## config.mk

```make
export PLATFORM = sky130hd
export DESIGN_NAME = dual_sbox
export DESIGN_NICKNAME = d
export VERILOG_FILES = /design/src/rtl/sbox_gf_pkg.sv /design/src/rtl/sbox_front.sv /design/src/rtl/sbox_back.sv /design/src/rtl/dual_sbox.sv
export SDC_FILE = /design/constraint.sdc
export NUM_CORES = 1
export LEC_CHECK = 0
export BUFFER_PORTS_ARGS = -buffer_cell sky130_fd_sc_hd__buf_2
export CAP_MARGIN = 20
export CELL_PAD_IN_SITES_DETAIL_PLACEMENT = 0
export CELL_PAD_IN_SITES_GLOBAL_PLACEMENT = 1
export CORE_MARGIN = 1
export CORE_UTILIZATION = 30
export CTS_CLUSTER_SIZE = 10
export DETAILED_ROUTE_END_ITERATION = 7
export PLACE_DENSITY_LB_ADDON = 0.1
export SLEW_MARGIN = 20
export SYNTH_ARGS = -nofsm -noshare
export SYNTH_HDL_FRONTEND = slang
export SYNTH_HIERARCHICAL = 1
export SYNTH_SLANG_ARGS = --single-unit
```

## constraint.sdc

```tcl
create_clock -name clk -period 7 [get_ports clk]
set_input_delay 0.7 -clock clk [delete_from_list [all_inputs] [get_ports clk]]
set_output_delay 0.7 -clock clk [all_outputs]
set_load 0.1 [all_outputs]
```

## src/rtl/sbox_gf_pkg.sv

```systemverilog
package sbox_gf_pkg;

    localparam int BYTE_W = 8;
    localparam int NIB_W  = BYTE_W / 2;
    localparam int DIB_W  = NIB_W / 2;
    localparam int FIELD_N = 1 << BYTE_W;
    localparam logic [BYTE_W-1:0] FWD_CONST = 8'h63;
    localparam logic [BYTE_W-1:0] INV_CONST = 8'h05;
    localparam logic [DIB_W-1:0]  NU = 2'b10;

    typedef struct packed {
        logic             vld;
        logic             enc;
        logic [NIB_W-1:0] hi;
        logic [NIB_W-1:0] lo;
        logic [NIB_W-1:0] delta;
        logic [BYTE_W-1:0] key;
    } mid_t;

    typedef struct packed {
        logic              vld;
        logic [BYTE_W-1:0] res;
    } fin_t;

    function automatic logic [7:0] rotl8(input logic [7:0] a, input int n);
        return (a << n) | (a >> (8 - n));
    endfunction

    function automatic logic [7:0] fwd_affine(input logic [7:0] a);
        return a ^ rotl8(a, 1) ^ rotl8(a, 2) ^ rotl8(a, 3) ^ rotl8(a, 4) ^ FWD_CONST;
    endfunction

    function automatic logic [7:0] inv_affine(input logic [7:0] a);
        return rotl8(a, 1) ^ rotl8(a, 3) ^ rotl8(a, 6) ^ INV_CONST;
    endfunction

    // GF(4): z^2 = z + 1
    function automatic logic [1:0] gf4_mul(input logic [1:0] a, input logic [1:0] b);
        logic hh;
        hh = a[1] & b[1];
        return {hh ^ (a[1] & b[0]) ^ (a[0] & b[1]), hh ^ (a[0] & b[0])};
    endfunction

    function automatic logic [1:0] gf4_sq(input logic [1:0] a);
        return {a[1], a[1] ^ a[0]};
    endfunction

    // GF(16) over GF(4): x^2 = x + NU
    function automatic logic [3:0] gf16_mul(input logic [3:0] a, input logic [3:0] b);
        logic [1:0] hh;
        hh = gf4_mul(a[3:2], b[3:2]);
        return {hh ^ gf4_mul(a[3:2], b[1:0]) ^ gf4_mul(a[1:0], b[3:2]),
                gf4_mul(hh, NU) ^ gf4_mul(a[1:0], b[1:0])};
    endfunction

    function automatic logic [3:0] gf16_inv(input logic [3:0] a);
        logic [1:0] d;
        logic [1:0] di;
        d  = gf4_mul(gf4_sq(a[3:2]), NU) ^ gf4_mul(a[3:2], a[1:0]) ^ gf4_sq(a[1:0]);
        di = gf4_sq(d);
        return {gf4_mul(a[3:2], di), gf4_mul(a[3:2] ^ a[1:0], di)};
    endfunction

    // GF(256) over GF(16): y^2 = y + lam
    function automatic logic [7:0] tower_mul(input logic [7:0] a, input logic [7:0] b,
                                             input logic [3:0] lam);
        logic [3:0] hh;
        hh = gf16_mul(a[7:4], b[7:4]);
        return {hh ^ gf16_mul(a[7:4], b[3:0]) ^ gf16_mul(a[3:0], b[7:4]),
                gf16_mul(hh, lam) ^ gf16_mul(a[3:0], b[3:0])};
    endfunction

    function automatic logic [3:0] find_lambda();
        logic [3:0] res;
        logic found;
        logic ok;
        res = 4'h0;
        found = 1'b0;
        for (int c = 1; c < 16; c++) begin
            ok = 1'b1;
            for (int y = 0; y < 16; y++) begin
                if ((gf16_mul(4'(y), 4'(y)) ^ 4'(y)) == 4'(c)) ok = 1'b0;
            end
            if (ok && !found) begin
                res = 4'(c);
                found = 1'b1;
            end
        end
        return res;
    endfunction

    function automatic logic [7:0] find_root(input logic [3:0] lam);
        logic [7:0] res;
        logic [7:0] t;
        logic [7:0] t2;
        logic [7:0] t3;
        logic [7:0] t4;
        logic [7:0] t8;
        logic found;
        res = 8'h00;
        found = 1'b0;
        for (int i = 2; i < FIELD_N; i++) begin
            t  = 8'(i);
            t2 = tower_mul(t, t, lam);
            t3 = tower_mul(t2, t, lam);
            t4 = tower_mul(t2, t2, lam);
            t8 = tower_mul(t4, t4, lam);
            if (((t8 ^ t4 ^ t3 ^ t ^ 8'h01) == 8'h00) && !found) begin
                res = t;
                found = 1'b1;
            end
        end
        return res;
    endfunction

    function automatic logic [63:0] build_to_tower(input logic [7:0] root, input logic [3:0] lam);
        logic [63:0] m;
        logic [7:0] p;
        p = 8'h01;
        m = '0;
        for (int i = 0; i < 8; i++) begin
            m[8*i +: 8] = p;
            p = tower_mul(p, root, lam);
        end
        return m;
    endfunction

    function automatic logic [7:0] apply_map(input logic [63:0] m, input logic [7:0] a);
        logic [7:0] r;
        r = '0;
        for (int i = 0; i < 8; i++) begin
            if (a[i]) r = r ^ m[8*i +: 8];
        end
        return r;
    endfunction

    function automatic logic [63:0] build_from_tower(input logic [63:0] fwd);
        logic [63:0] m;
        m = '0;
        for (int j = 0; j < 8; j++) begin
            for (int a = 0; a < FIELD_N; a++) begin
                if (apply_map(fwd, 8'(a)) == (8'h01 << j)) m[8*j +: 8] = 8'(a);
            end
        end
        return m;
    endfunction

    localparam logic [3:0]  LAMBDA   = find_lambda();
    localparam logic [7:0]  ISO_ROOT = find_root(LAMBDA);
    localparam logic [63:0] TO_TOWER = build_to_tower(ISO_ROOT, LAMBDA);
    localparam logic [63:0] FROM_TOWER = build_from_tower(TO_TOWER);

endpackage

```

## src/rtl/sbox_front.sv

```systemverilog
module sbox_front
    import sbox_gf_pkg::*;
(
    input  logic              enc,
    input  logic [BYTE_W-1:0] data,
    output logic [NIB_W-1:0]  hi,
    output logic [NIB_W-1:0]  lo,
    output logic [NIB_W-1:0]  delta
);
    logic [BYTE_W-1:0] pre;
    logic [BYTE_W-1:0] tw;

    always_comb begin
        pre   = enc ? data : inv_affine(data);
        tw    = apply_map(TO_TOWER, pre);
        hi    = tw[7:4];
        lo    = tw[3:0];
        delta = gf16_mul(gf16_mul(tw[7:4], tw[7:4]), LAMBDA)
              ^ gf16_mul(tw[7:4], tw[3:0])
              ^ gf16_mul(tw[3:0], tw[3:0]);
    end
endmodule

```

## src/rtl/sbox_back.sv

```systemverilog
module sbox_back
    import sbox_gf_pkg::*;
(
    input  logic              enc,
    input  logic [NIB_W-1:0]  hi,
    input  logic [NIB_W-1:0]  lo,
    input  logic [NIB_W-1:0]  delta,
    input  logic [BYTE_W-1:0] key,
    output logic [BYTE_W-1:0] tower_inv,
    output logic [BYTE_W-1:0] res
);
    logic [NIB_W-1:0]  dinv;
    logic [BYTE_W-1:0] plain;

    always_comb begin
        dinv      = gf16_inv(delta);
        tower_inv = {gf16_mul(hi, dinv), gf16_mul(hi ^ lo, dinv)};
        plain     = apply_map(FROM_TOWER, tower_inv);
        res       = enc ? fwd_affine(plain) : (plain ^ key);
    end
endmodule

```

## src/rtl/dual_sbox.sv

```systemverilog
module dual_sbox
    import sbox_gf_pkg::*;
(
    input  logic              clk,
    input  logic              rst_n,
    input  logic              in_valid,
    input  logic              in_enc,
    input  logic [BYTE_W-1:0] in_byte,
    input  logic [BYTE_W-1:0] in_key,
    output logic              out_valid,
    output logic [BYTE_W-1:0] out_byte
);
    mid_t mid_d, mid_q;
    fin_t fin_d, fin_q;

    logic [NIB_W-1:0]  f_hi, f_lo, f_delta;
    logic [BYTE_W-1:0] b_inv, b_res;

    sbox_front u_front (
        .enc   (in_enc),
        .data  (in_byte),
        .hi    (f_hi),
        .lo    (f_lo),
        .delta (f_delta)
    );

    sbox_back u_back (
        .enc       (mid_q.enc),
        .hi        (mid_q.hi),
        .lo        (mid_q.lo),
        .delta     (mid_q.delta),
        .key       (mid_q.key),
        .tower_inv (b_inv),
        .res       (b_res)
    );

    always_comb begin
        mid_d     = mid_q;
        mid_d.vld = in_valid;
        if (in_valid) begin
            mid_d.enc   = in_enc;
            mid_d.hi    = f_hi;
            mid_d.lo    = f_lo;
            mid_d.delta = f_delta;
            mid_d.key   = in_key;
        end
        fin_d     = fin_q;
        fin_d.vld = mid_q.vld;
        if (mid_q.vld) fin_d.res = b_res;
    end

    always_ff @(posedge clk or negedge rst_n) begin
        if (!rst_n) begin
            mid_q <= '0;
            fin_q <= '0;
        end else begin
            mid_q <= mid_d;
            fin_q <= fin_d;
        end
    end

    assign out_valid = fin_q.vld;
    assign out_byte  = fin_q.res;


    valid_latency_chk: assert property (@(posedge clk) disable iff (!rst_n)
        in_valid |=> ##1 out_valid);


    bubble_latency_chk: assert property (@(posedge clk) disable iff (!rst_n)
        !in_valid |=> ##1 !out_valid);


    zero_enc_chk: assert property (@(posedge clk) disable iff (!rst_n)
        (in_valid && in_enc && in_byte == 8'h00) |=> ##1 (out_byte == FWD_CONST));


    dec_63_chk: assert property (@(posedge clk) disable iff (!rst_n)
        (in_valid && !in_enc && in_byte == FWD_CONST) |=> ##1 (out_byte == $past(in_key, 2)));


    hold_idle_chk: assert property (@(posedge clk) disable iff (!rst_n)
        !out_valid |-> $stable(out_byte));


    tower_inverse_chk: assert property (@(posedge clk) disable iff (!rst_n)
        (mid_q.vld && {mid_q.hi, mid_q.lo} != 8'h00)
            |-> (tower_mul({mid_q.hi, mid_q.lo}, b_inv, LAMBDA) == 8'h01));
endmodule

```

==> Word level (Yosys, flattened, before mapping) <==
Index checks and enable logic that the tools add are counted.
{ "word_totals": {"ff_bits": 31, "latch_bits": 0, "mem_bits_rw": 0, "romBits": 0, "in_bits": 20, "n_memories": 0} }
{ "op_classes": {"n_addsub": 0, "multipliers": 0, "div": 0, "magnitude_cmp": 0, "eq_ne": 0, "shifts": 0, "muxes": 18, "n_bitwise": 203, "n_reduce_logical": 0} }
{ "ops": {"columns": ["cell", "count"], "rows": [
  ["bitwise XOR 1 bit", 79],
  ["AND 1 bit", 72],
  ["two-way mux 8 bit", 9],
  ["bitwise XOR 8 bit", 7],
  ["two-way mux 7 bit", 6],
  ["bitwise XOR 2 bit", 19],
  ["inverter 4 bit", 6],
  ["OR 8 x 1 -> 8 bit", 2],
  ["OR 8 x 3 -> 8 bit", 2],
  ["inverter 6 bit", 2],
  ["bitwise XOR 4 bit", 3],
  ["inverter 3 bit", 3],
  ["OR 8 x 2 -> 8 bit", 1],
  ["OR 8 x 4 -> 8 bit", 1],
  ["OR 8 x 6 -> 8 bit", 1],
  ["inverter 7 bit", 1],
  ["inverter 2 bit", 3],
  ["inverter 5 bit, first input constant", 1],
  ["two-way mux 1 bit", 2],
  ["two-way mux 2 bit", 1]
]} }

==> Longest topological paths before layout <==
Gate-level depths: netlist of the first run.
{ "logic_depth": {"ltp_word": 35, "ltp_mapped": 15, "mapped_depth_nobuf": 13} }

==> Hierarchy <==
Netlist of the first run, hierarchy kept.
{ "by_module_without_submodules": {"columns": ["mod", "instances", "cells_per_inst", "area_each_um2", "seq_area_each_um2"], "rows": [
  ["sbox_back", 1, 199, 1600.3, 0.0],
  ["dual_sbox", 1, 63, 1204.9, 775.7],
  ["sbox_front", 1, 113, 1021.0, 0.0]
]} }

==> Least setup slack after synthesis of the first run <==
OpenSTA, ideal clock, no wires.
{ "synth_path": {"path_type": "register to register", "from": "register mid_q[8] (netlist name)", "to": "register fin_q, in the netlist out_byte[6]", "setup_ns": 0.125, "arrival_ns": 3.863, "required_time_ns": 6.875, "slack_ns": 3.012, "path_stages_with_launch": 15, "cell_sequence": "dfrtp_1 ha_1 xnor3_2 xnor2_2 or4_4 and3_4 buf_6 and3_4 nor3_4 xor2_2 xnor3_2 xnor3_1 mux2i_1 xnor2_1 mux2_2"} }
{ "synth_between": {"elab_chain_len": 30, "word_cells_on_any_way": 104, "cone_classes": "mux: 7; bitwise: 97"} }
{ "synth_rtl": {"columns": ["element", "line_no", "text"], "rows": [
  ["from (decl)", "dual_sbox.sv:13", "mid_t mid_d, mid_q;"],
  ["from (signal assigned)", "dual_sbox.sv:57", "mid_q <= mid_d;"],
  ["AND 1 bit", "sbox_gf_pkg.sv:41", "return {hh ^ (a[1] & b[0]) ^ (a[0] & b[1]), hh ^ (a[0] & b[0])};"],
  ["bitwise XOR 1 bit (2 in a row)", "sbox_gf_pkg.sv:41", null],
  ["bitwise XOR 2 bit (2 in a row)", "sbox_gf_pkg.sv:59", "d = gf4_mul(gf4_sq(a[3:2]), NU) ^ gf4_mul(a[3:2], a[1:0]) ^ gf4_sq(a[1:0]);"],
  ["bitwise XOR 1 bit", "sbox_gf_pkg.sv:45", "return {a[1], a[1] ^ a[0]};"],
  ["AND 1 bit", "sbox_gf_pkg.sv:41", null],
  ["bitwise XOR 1 bit (2 in a row)", "sbox_gf_pkg.sv:41", null],
  ["AND 1 bit", "sbox_gf_pkg.sv:40", "hh = a[1] & b[1];"],
  ["bitwise XOR 1 bit (3 in a row)", "sbox_gf_pkg.sv:41", null],
  ["(+8 left out)", null, null],
  ["two-way mux 8 bit", "sbox_gf_pkg.sv:132", "if (a[i]) r = r ^ m[8*i +: 8];"],
  ["two-way mux 8 bit (*)", "sbox_gf_pkg.sv:132", null],
  ["OR 8 x 1 -> 8 bit / two-way mux 8 bit (equally long branches)", "sbox_gf_pkg.sv:26, sbox_gf_pkg.sv:132", null],
  ["bitwise XOR 8 bit / OR 8 x 2 -> 8 bit (equally long branches)", "sbox_gf_pkg.sv:30, sbox_gf_pkg.sv:26", null],
  ["bitwise XOR 8 bit (3 in a row)", "sbox_gf_pkg.sv:30", "return a ^ rotl8(a, 1) ^ rotl8(a, 2) ^ rotl8(a, 3) ^ rotl8(a, 4) ^ FWD_CONST;"],
  ["inverter 4 bit (no line)", null, null],
  ["two-way mux 8 bit (*)", "sbox_back.sv:19", "res = enc ? fwd_affine(plain) : (plain ^ key);"],
  ["via b_res[6]", "dual_sbox.sv:17", "logic [BYTE_W-1:0] b_inv, b_res;"],
  ["to (signal assigned)", "dual_sbox.sv:58", "fin_q <= fin_d;"],
  ["to (decl)", "dual_sbox.sv:14", "fin_t fin_d, fin_q;"]
]} }
The timed path passes the listed nets; every way through them passes the cells marked *.
A chain may end at the register's enable or synchronous reset.

==> Worst setup path in the final report of the first run <==
{ "layout_path": {"from": "register mid_q[11] (netlist name)", "to": "register fin_q, in the netlist out_byte[6]"} }
{ "layout_between": {"elab_chain_len": 30, "word_cells_on_any_way": 105, "cone_classes": "mux: 7; bitwise: 98"} }
{ "layout_rtl": {"columns": ["element", "line_no"], "rows": [
  ["AND 1 bit (on tied branches)", "sbox_gf_pkg.sv:40, sbox_gf_pkg.sv:41"],
  ["bitwise XOR 1 bit (2 in a row)", "sbox_gf_pkg.sv:41"],
  ["bitwise XOR 2 bit (2 in a row)", "sbox_gf_pkg.sv:59"],
  ["bitwise XOR 1 bit", "sbox_gf_pkg.sv:45"],
  ["AND 1 bit", "sbox_gf_pkg.sv:41"],
  ["bitwise XOR 1 bit (2 in a row)", "sbox_gf_pkg.sv:41"],
  ["AND 1 bit", "sbox_gf_pkg.sv:40"],
  ["bitwise XOR 1 bit (3 in a row)", "sbox_gf_pkg.sv:41"],
  ["(+8 left out)", null],
  ["two-way mux 8 bit", "sbox_gf_pkg.sv:132"],
  ["two-way mux 8 bit (*)", "sbox_gf_pkg.sv:132"],
  ["OR 8 x 1 -> 8 bit / two-way mux 8 bit (equally long branches)", "sbox_gf_pkg.sv:26, sbox_gf_pkg.sv:132"],
  ["bitwise XOR 8 bit / OR 8 x 2 -> 8 bit (equally long branches)", "sbox_gf_pkg.sv:30, sbox_gf_pkg.sv:26"],
  ["bitwise XOR 8 bit (3 in a row)", "sbox_gf_pkg.sv:30"],
  ["inverter 4 bit (no line)", null],
  ["two-way mux 8 bit (*)", "sbox_back.sv:19"],
  ["via b_res[6]", "dual_sbox.sv:17"]
]} }
Marks and branches as above.

==> results.sh, run 1 <==
export IMPL_drt_iter0_markers=87
export IMPL_placed_area_mm2=0.004056
export IMPL_worstSetupPathType="reg -> reg"
export IMPL_finalHoldViolations=0
export IMPL_syn_avg_cell_area_um2=10.24
export IMPL_nFillCells=1276
export IMPL_stdcell_area_mm2=0.004217
export IMPL_fmax_mhz=223.4
export IMPL_hold_buffers=0
export IMPL_clock_latency_ns=0.27
export IMPL_fin_tns_setup_ns=0
export IMPL_die_area_mm2=0.01318
export IMPL_tightest_slew_ns=0.8628
export IMPL_grt_pass1_vias=2474
export IMPL_worstReg2RegStart="mid_q[11]$_DFFE_PN0P_"
export IMPL_drv_slew=0
export IMPL_via_count=2590
export IMPL_wirelength_um=7976
export IMPL_die_h_um=114.8
export IMPL_htree_levels=2
export IMPL_clk_pin_slew_ns=0.05
export IMPL_drcViolationCount=0
export IMPL_wl_per_cell_um=14.29
export IMPL_r2r_cells=12
export IMPL_required_ns=7.16
export IMPL_diodes=0
export IMPL_synth_warnings=6
export IMPL_setup_viol=0
export IMPL_final_common_cell="xnor2_1"
export IMPL_grt_pass1_wl_um=13300
export IMPL_crit_path_end_kind="flip-flop"
export IMPL_slew_limit_headroom=0.4206
export IMPL_instances_no_fill=558
export IMPL_holdCritPathClass="in -> async"
export IMPL_clock_sinks=31
export IMPL_syn_area_mm2=0.003819
export IMPL_tritoncts="yes"
export IMPL_numPortBuffers=28
export IMPL_worstReg2RegEnd="out_byte[6]$_DFFE_PN0P_"
export IMPL_cts_max_path_buffers=2
export IMPL_gp_congestion=0.6992
export IMPL_antenna_found_initial=0
export IMPL_synthCells=373
export IMPL_place_inst=550
export IMPL_rsz0062_at_grt="false"
export IMPL_critPathArrivalTime_ns=4.63
export IMPL_r2r_slack_ns=2.52
export IMPL_nets=412
export IMPL_cp_start_kind="flip-flop"
export IMPL_status="completed"
export IMPL_grt_max_degree=32
export IMPL_skew_ns=0.007371
export IMPL_fin_hold_ws_ns=0.4635
export IMPL_maxCapViolCount=0
export IMPL_num_rows=40
export IMPL_start_util=0.3127
export IMPL_core_area_mm2=0.01221
export IMPL_cts_resized=0
export IMPL_min_period_over_period=0.6395
export IMPL_track_usage=0.1287
export IMPL_area_delta_synth_final_pct=10.42
export IMPL_drive_gt1_frac=0.2667
export IMPL_cts_setup_buffers=0
export IMPL_firstDrtPassIters=4
export IMPL_mostFrequentLayoutCells="53 x xnor2_1, 35 x nand2_1, 31 x dfrtp_1"
export IMPL_crit_fanout=12
export IMPL_routed_via_density=4.642
export IMPL_dpl_hpwl_um=6212
export IMPL_numCtsBuffers=5
export IMPL_min_period_ns=4.477
export IMPL_ant_nets=0
export IMPL_syn_nets=396
export IMPL_grt_overflow_total=0
export IMPL_dieWidth_um=114.8
export IMPL_num_io_pins=29
export IMPL_cts_root_buf="clkbuf_16"
-- per-stage QoR --
step	utilization	setup slack [ns]
after CTS	0.3453	2.510
final	0.3453	2.523
after global placement	0.3322	2.573
after global routing	0.3453	2.126
after detailed placement	0.3322	2.541
after floorplan	-	3.012
-- critical path, cell delays in order, from the launching register on --
cell and delay, ns:
dfrtp_1 0.56, ha_1 0.43, xor3_1 0.57, a211oi_1 0.41
nor2_1 0.24, and3_1 0.27, nor3_4 0.20, xor2_2 0.31
xnor3_2 0.52, xnor3_1 0.34, mux2i_1 0.17, xnor2_1 0.08
mux2_2 0.26
-- sequential cells by signal, indices dropped and copies added, names as in the netlist --
name / cells
out_byte: 8
fin_d: 1
mid_q: 21
out_valid: 1
-- cell type report --
class                   count  area [um^2]  area share
multi-input cells         307         2863      0.6789
flip-flops and latches     31        775.7      0.1840
clock buffers               7        152.6     0.03620
repair buffers             30        155.1     0.03680
well taps                 168        210.2     0.04985
clock inverters             1        7.507    0.001780
inverters                  14        52.55     0.01246
-- per-layer routing --
| layer | track usage | vias up | routed length (um) | share of wire |
|---|---|---|---|---|
| met3 | 0.01898 | 4 | 138 | 0.017 |
| li1 | - | 1316 | - | - |
| met1 | 0.1725 | 1248 | 3842 | 0.48 |
| met4 | 0.02857 | 0 | 57 | 0.0071 |
| met2 | 0.2194 | 22 | 3938 | 0.49 |
| met5 | 0 | - | 0 | 0 |
-- worst max path at each step --
| stage | endpoint | slack [ns] | startpoint | depth (start not counted) |
|---|---|---|---|---|
| 2_1_floorplan | out_byte[6]$_DFFE_PN0P_ | 3.01 | mid_q[8]$_DFFE_PN0P_ | 14 |
| 6_report | out_byte[6]$_DFFE_PN0P_ | 2.52 | mid_q[11]$_DFFE_PN0P_ | 12 |
| 4_1_cts | out_byte[6]$_DFFE_PN0P_ | 2.51 | mid_q[11]$_DFFE_PN0P_ | 12 |
| 3_5_place_dp | out_byte[6]$_DFFE_PN0P_ | 2.54 | mid_q[11]$_DFFE_PN0P_ | 12 |
| 5_1_grt | out_byte[6]$_DFFE_PN0P_ | 2.13 | mid_q[11]$_DFFE_PN0P_ | 12 |
| 3_3_place_gp | out_byte[6]$_DFFE_PN0P_ | 2.57 | mid_q[11]$_DFFE_PN0P_ | 12 |
Power of run 1 is left out: the tool's default activity adds up to more than one toggle a clock period on the data nets, which glitch-free logic cannot reach.
==> run 2: changes to the inputs <==
--- a/config.mk
+++ b/config.mk
@@ -5,6 +5,7 @@
 export SDC_FILE = /design/constraint.sdc
 export NUM_CORES = 1
 export LEC_CHECK = 0
+export ABC_AREA = 1
 export BUFFER_PORTS_ARGS = -buffer_cell sky130_fd_sc_hd__buf_2
 export CAP_MARGIN = 20
 export CELL_PAD_IN_SITES_DETAIL_PLACEMENT = 0
==> constraint.sdc (replaced) <==
create_clock -name clk -period 4.5 [get_ports clk]
set_input_delay 0.45 -clock clk [delete_from_list [all_inputs] [get_ports clk]]
set_output_delay 0.45 -clock clk [all_outputs]
set_load 0.1 [all_outputs]
==> results.sh, run 2 <==
export IMPL_setup_viol=0
export IMPL_mostFrequentLayoutCells="387 x nand2_1, 100 x nand3_1, 56 x inv_1"
export IMPL_numPortBuffers=28
export IMPL_syn_area_mm2=0.004559
export IMPL_max_flop_register="mid_q"
export IMPL_stdcell_area_mm2=0.004991
export IMPL_via_count=4551
export IMPL_syn_avg_cell_area_um2=5.808
export IMPL_diodes=0
export IMPL_status="completed"
export IMPL_routed_via_density=4.583
export IMPL_gp_congestion=0.7916
export IMPL_maxCapViolCount=0
export IMPL_cts_root_buf="clkbuf_16"
export IMPL_cp_start_kind="flip-flop"
export IMPL_dpl_hpwl_um=9695
export IMPL_synth_ff_type="dfrtp_1"
export IMPL_cpPeakStageDelay_ns=0.58
export IMPL_grt_pass1_wl_um=20380
export IMPL_ys_ff_latch=31
export IMPL_area_delta_synth_final_pct=9.468
export IMPL_cts_resized=0
export IMPL_dieWidth_um=125.3
export IMPL_crit_top_cell="nand2_1"
export IMPL_crit_path_end_kind="flip-flop"
export IMPL_clock_sinks=31
export IMPL_drive_gt1_frac=0.1941
export IMPL_regArea_um2=775.7
export IMPL_largest_reg_flops=21
export IMPL_crit_fanout=10
export IMPL_min_period_over_period=0.8092
export IMPL_core_area_mm2=0.01470
export IMPL_drcViolationCount=0
export IMPL_min_period_ns=3.641
export IMPL_die_area_mm2=0.01570
export IMPL_cts_setup_buffers=0
export IMPL_num_io_pins=29
export IMPL_fmax_mhz=274.6
export IMPL_ant_nets=0
export IMPL_async_flop_share=1.000
export IMPL_yosysTopAreaCellShare=0.3186
export IMPL_synthCells=785
export IMPL_synth_warnings=6
export IMPL_hold_buffers=0
export IMPL_die_h_um=125.3
export IMPL_synth_area_top_cells="nand2_1 32%, dfrtp_1 17%, nand3_1 11%, nand2_2 6.2%, nand2_4 4.9%"
export IMPL_wirelength_um=11620
export IMPL_seq_area_frac_synth=0.1701
export IMPL_grt_pass1_vias=4300
export IMPL_drv_slew=0
export IMPL_slew_limit_headroom=0.5462
export IMPL_num_rows=44
export IMPL_syn_nets=808
export IMPL_antenna_found_initial=0
export IMPL_wl_per_cell_um=11.70
export IMPL_nets=831
export IMPL_clk_pin_slew_ns=0.05
export IMPL_multiInputGateArea_mm2=0.003363
export IMPL_final_common_cell="nand2_1"
export IMPL_holdCritPathClass="in -> async"
export IMPL_clock_latency_ns=0.28
export IMPL_htree_levels=2
export IMPL_synth_edf_count=0
export IMPL_skew_ns=0.003812
export IMPL_synth_cell_types=36
export IMPL_slowest_stage="dfrtp_1"
export IMPL_placed_area_mm2=0.004831
export IMPL_required_ns=4.67
export IMPL_rsz0062_at_grt="false"
export IMPL_grt_overflow_total=0
export IMPL_tritoncts="yes"
export IMPL_critPathArrivalTime_ns=3.81
export IMPL_cts_max_path_buffers=2
export IMPL_start_util=0.3102
export IMPL_grt_max_degree=32
export IMPL_firstDrtPassIters=4
export IMPL_fin_util=0.3395
export IMPL_finalHoldViolations=0
export IMPL_track_usage=0.1582
export IMPL_drt_iter0_markers=260
export IMPL_numCtsBuffers=5
export IMPL_yosys_cell_count_top_type="nand2_1"
export IMPL_fin_tns_setup_ns=0
export IMPL_nFillCells=1618
export IMPL_worstSetupPathType="reg -> reg"
export IMPL_yosys_area_top_type="nand2_1"
export IMPL_netlist_top_cells_count="387 x nand2_1, 100 x nand3_1, 56 x inv_1"
export IMPL_tightest_slew_ns=0.6807
[run 2: cell types whose count changed in the layout (fill, tap and decap cells not counted), moves of 20 or more]
| cell | previous run | this run |
|---|---|---|
| inv_2 | 1 | 22 |
| nand2_1 | 35 | 387 |
| mux2_4 | 20 | 0 |
| nand3_1 | 7 | 100 |
| inv_1 | 13 | 56 |
| nand2_4 | 0 | 20 |
| xnor2_1 | 53 | 16 |
| nand2_2 | 0 | 45 |
[run 2: final cells by class]
type,instances,area share
multi-input combinational,659,0.6739
sequential,31,0.1554
inverter,83,0.06443
tap,184,0.04613
clock buffer,7,0.03058
timing repair buffer,28,0.02808
clock inverter,1,0.001504
[run 2: final timing paths]
| check | from | endpoint | slack [ns] | cells past startpoint |
|---|---|---|---|---|
| worst min-delay path | rst_n | out_byte[2]$_DFFE_PN0P_ | 0.20 | 1 |
| worst max-delay path | mid_q[11]$_DFFE_PN0P_ | out_byte[2]$_DFFE_PN0P_ | 0.86 | 28 |
| max in group asynchronous | rst_n | mid_q[11]$_DFFE_PN0P_ | 3.85 | 1 |
| worst min register to register | out_byte[1]$_DFFE_PN0P_ | out_byte[1]$_DFFE_PN0P_ | 0.47 | 2 |
| min in group clk | in_key[7] | mid_q[7]$_DFFE_PN0P_ | 0.37 | 3 |
| worst max register to register | mid_q[11]$_DFFE_PN0P_ | out_byte[2]$_DFFE_PN0P_ | 0.86 | 28 |
[run 2: layer usage]
layer  up-vias  part of all wire  GRT usage
li1       2481                 -          -
met1      2021              0.50     0.2103
met2        40              0.47     0.2757
met3         9             0.016    0.01198
met4         0             0.012    0.04161
met5         -                 0          0
[run 2: kinds of logic after synthesis]
| kind of cell | Yosys count | synth area share |
|---|---|---|
| and+or+nand+nor | 593 | 0.6062 |
| buffers and inverters | 95 | 0.09220 |
| xor gates and xnor gates | 42 | 0.09714 |
| DFF | 31 | 0.1701 |
| AOI/OAI and AO/OA | 21 | 0.02607 |
| adders and majority gates | 3 | 0.008234 |
[run 2: metrics by stage]
stage / worst slack [ns] / hold slack (ns) / std cells
floorplan: 1.578 / 0.1544 / 785
global placement: 0.9102 / 0.4509 / 985
CTS: 0.8475 / 0.2304 / 993
detailed placement: 0.8635 / 0.4585 / 985
global route: 0.3179 / 0.2752 / 993
finish: 0.8587 / 0.2024 / 993
[run 2: worst max-delay path, delay by kind of cell, from the launching register on]
family	cells	cell delay [ns]
adder cells (fa/ha/maj)	1	0.36
AND/OR/NAND/NOR	26	2.52
flip-flops	1	0.58
buffers and inverters	1	0.07
Power of run 2 is left out for the same reason.
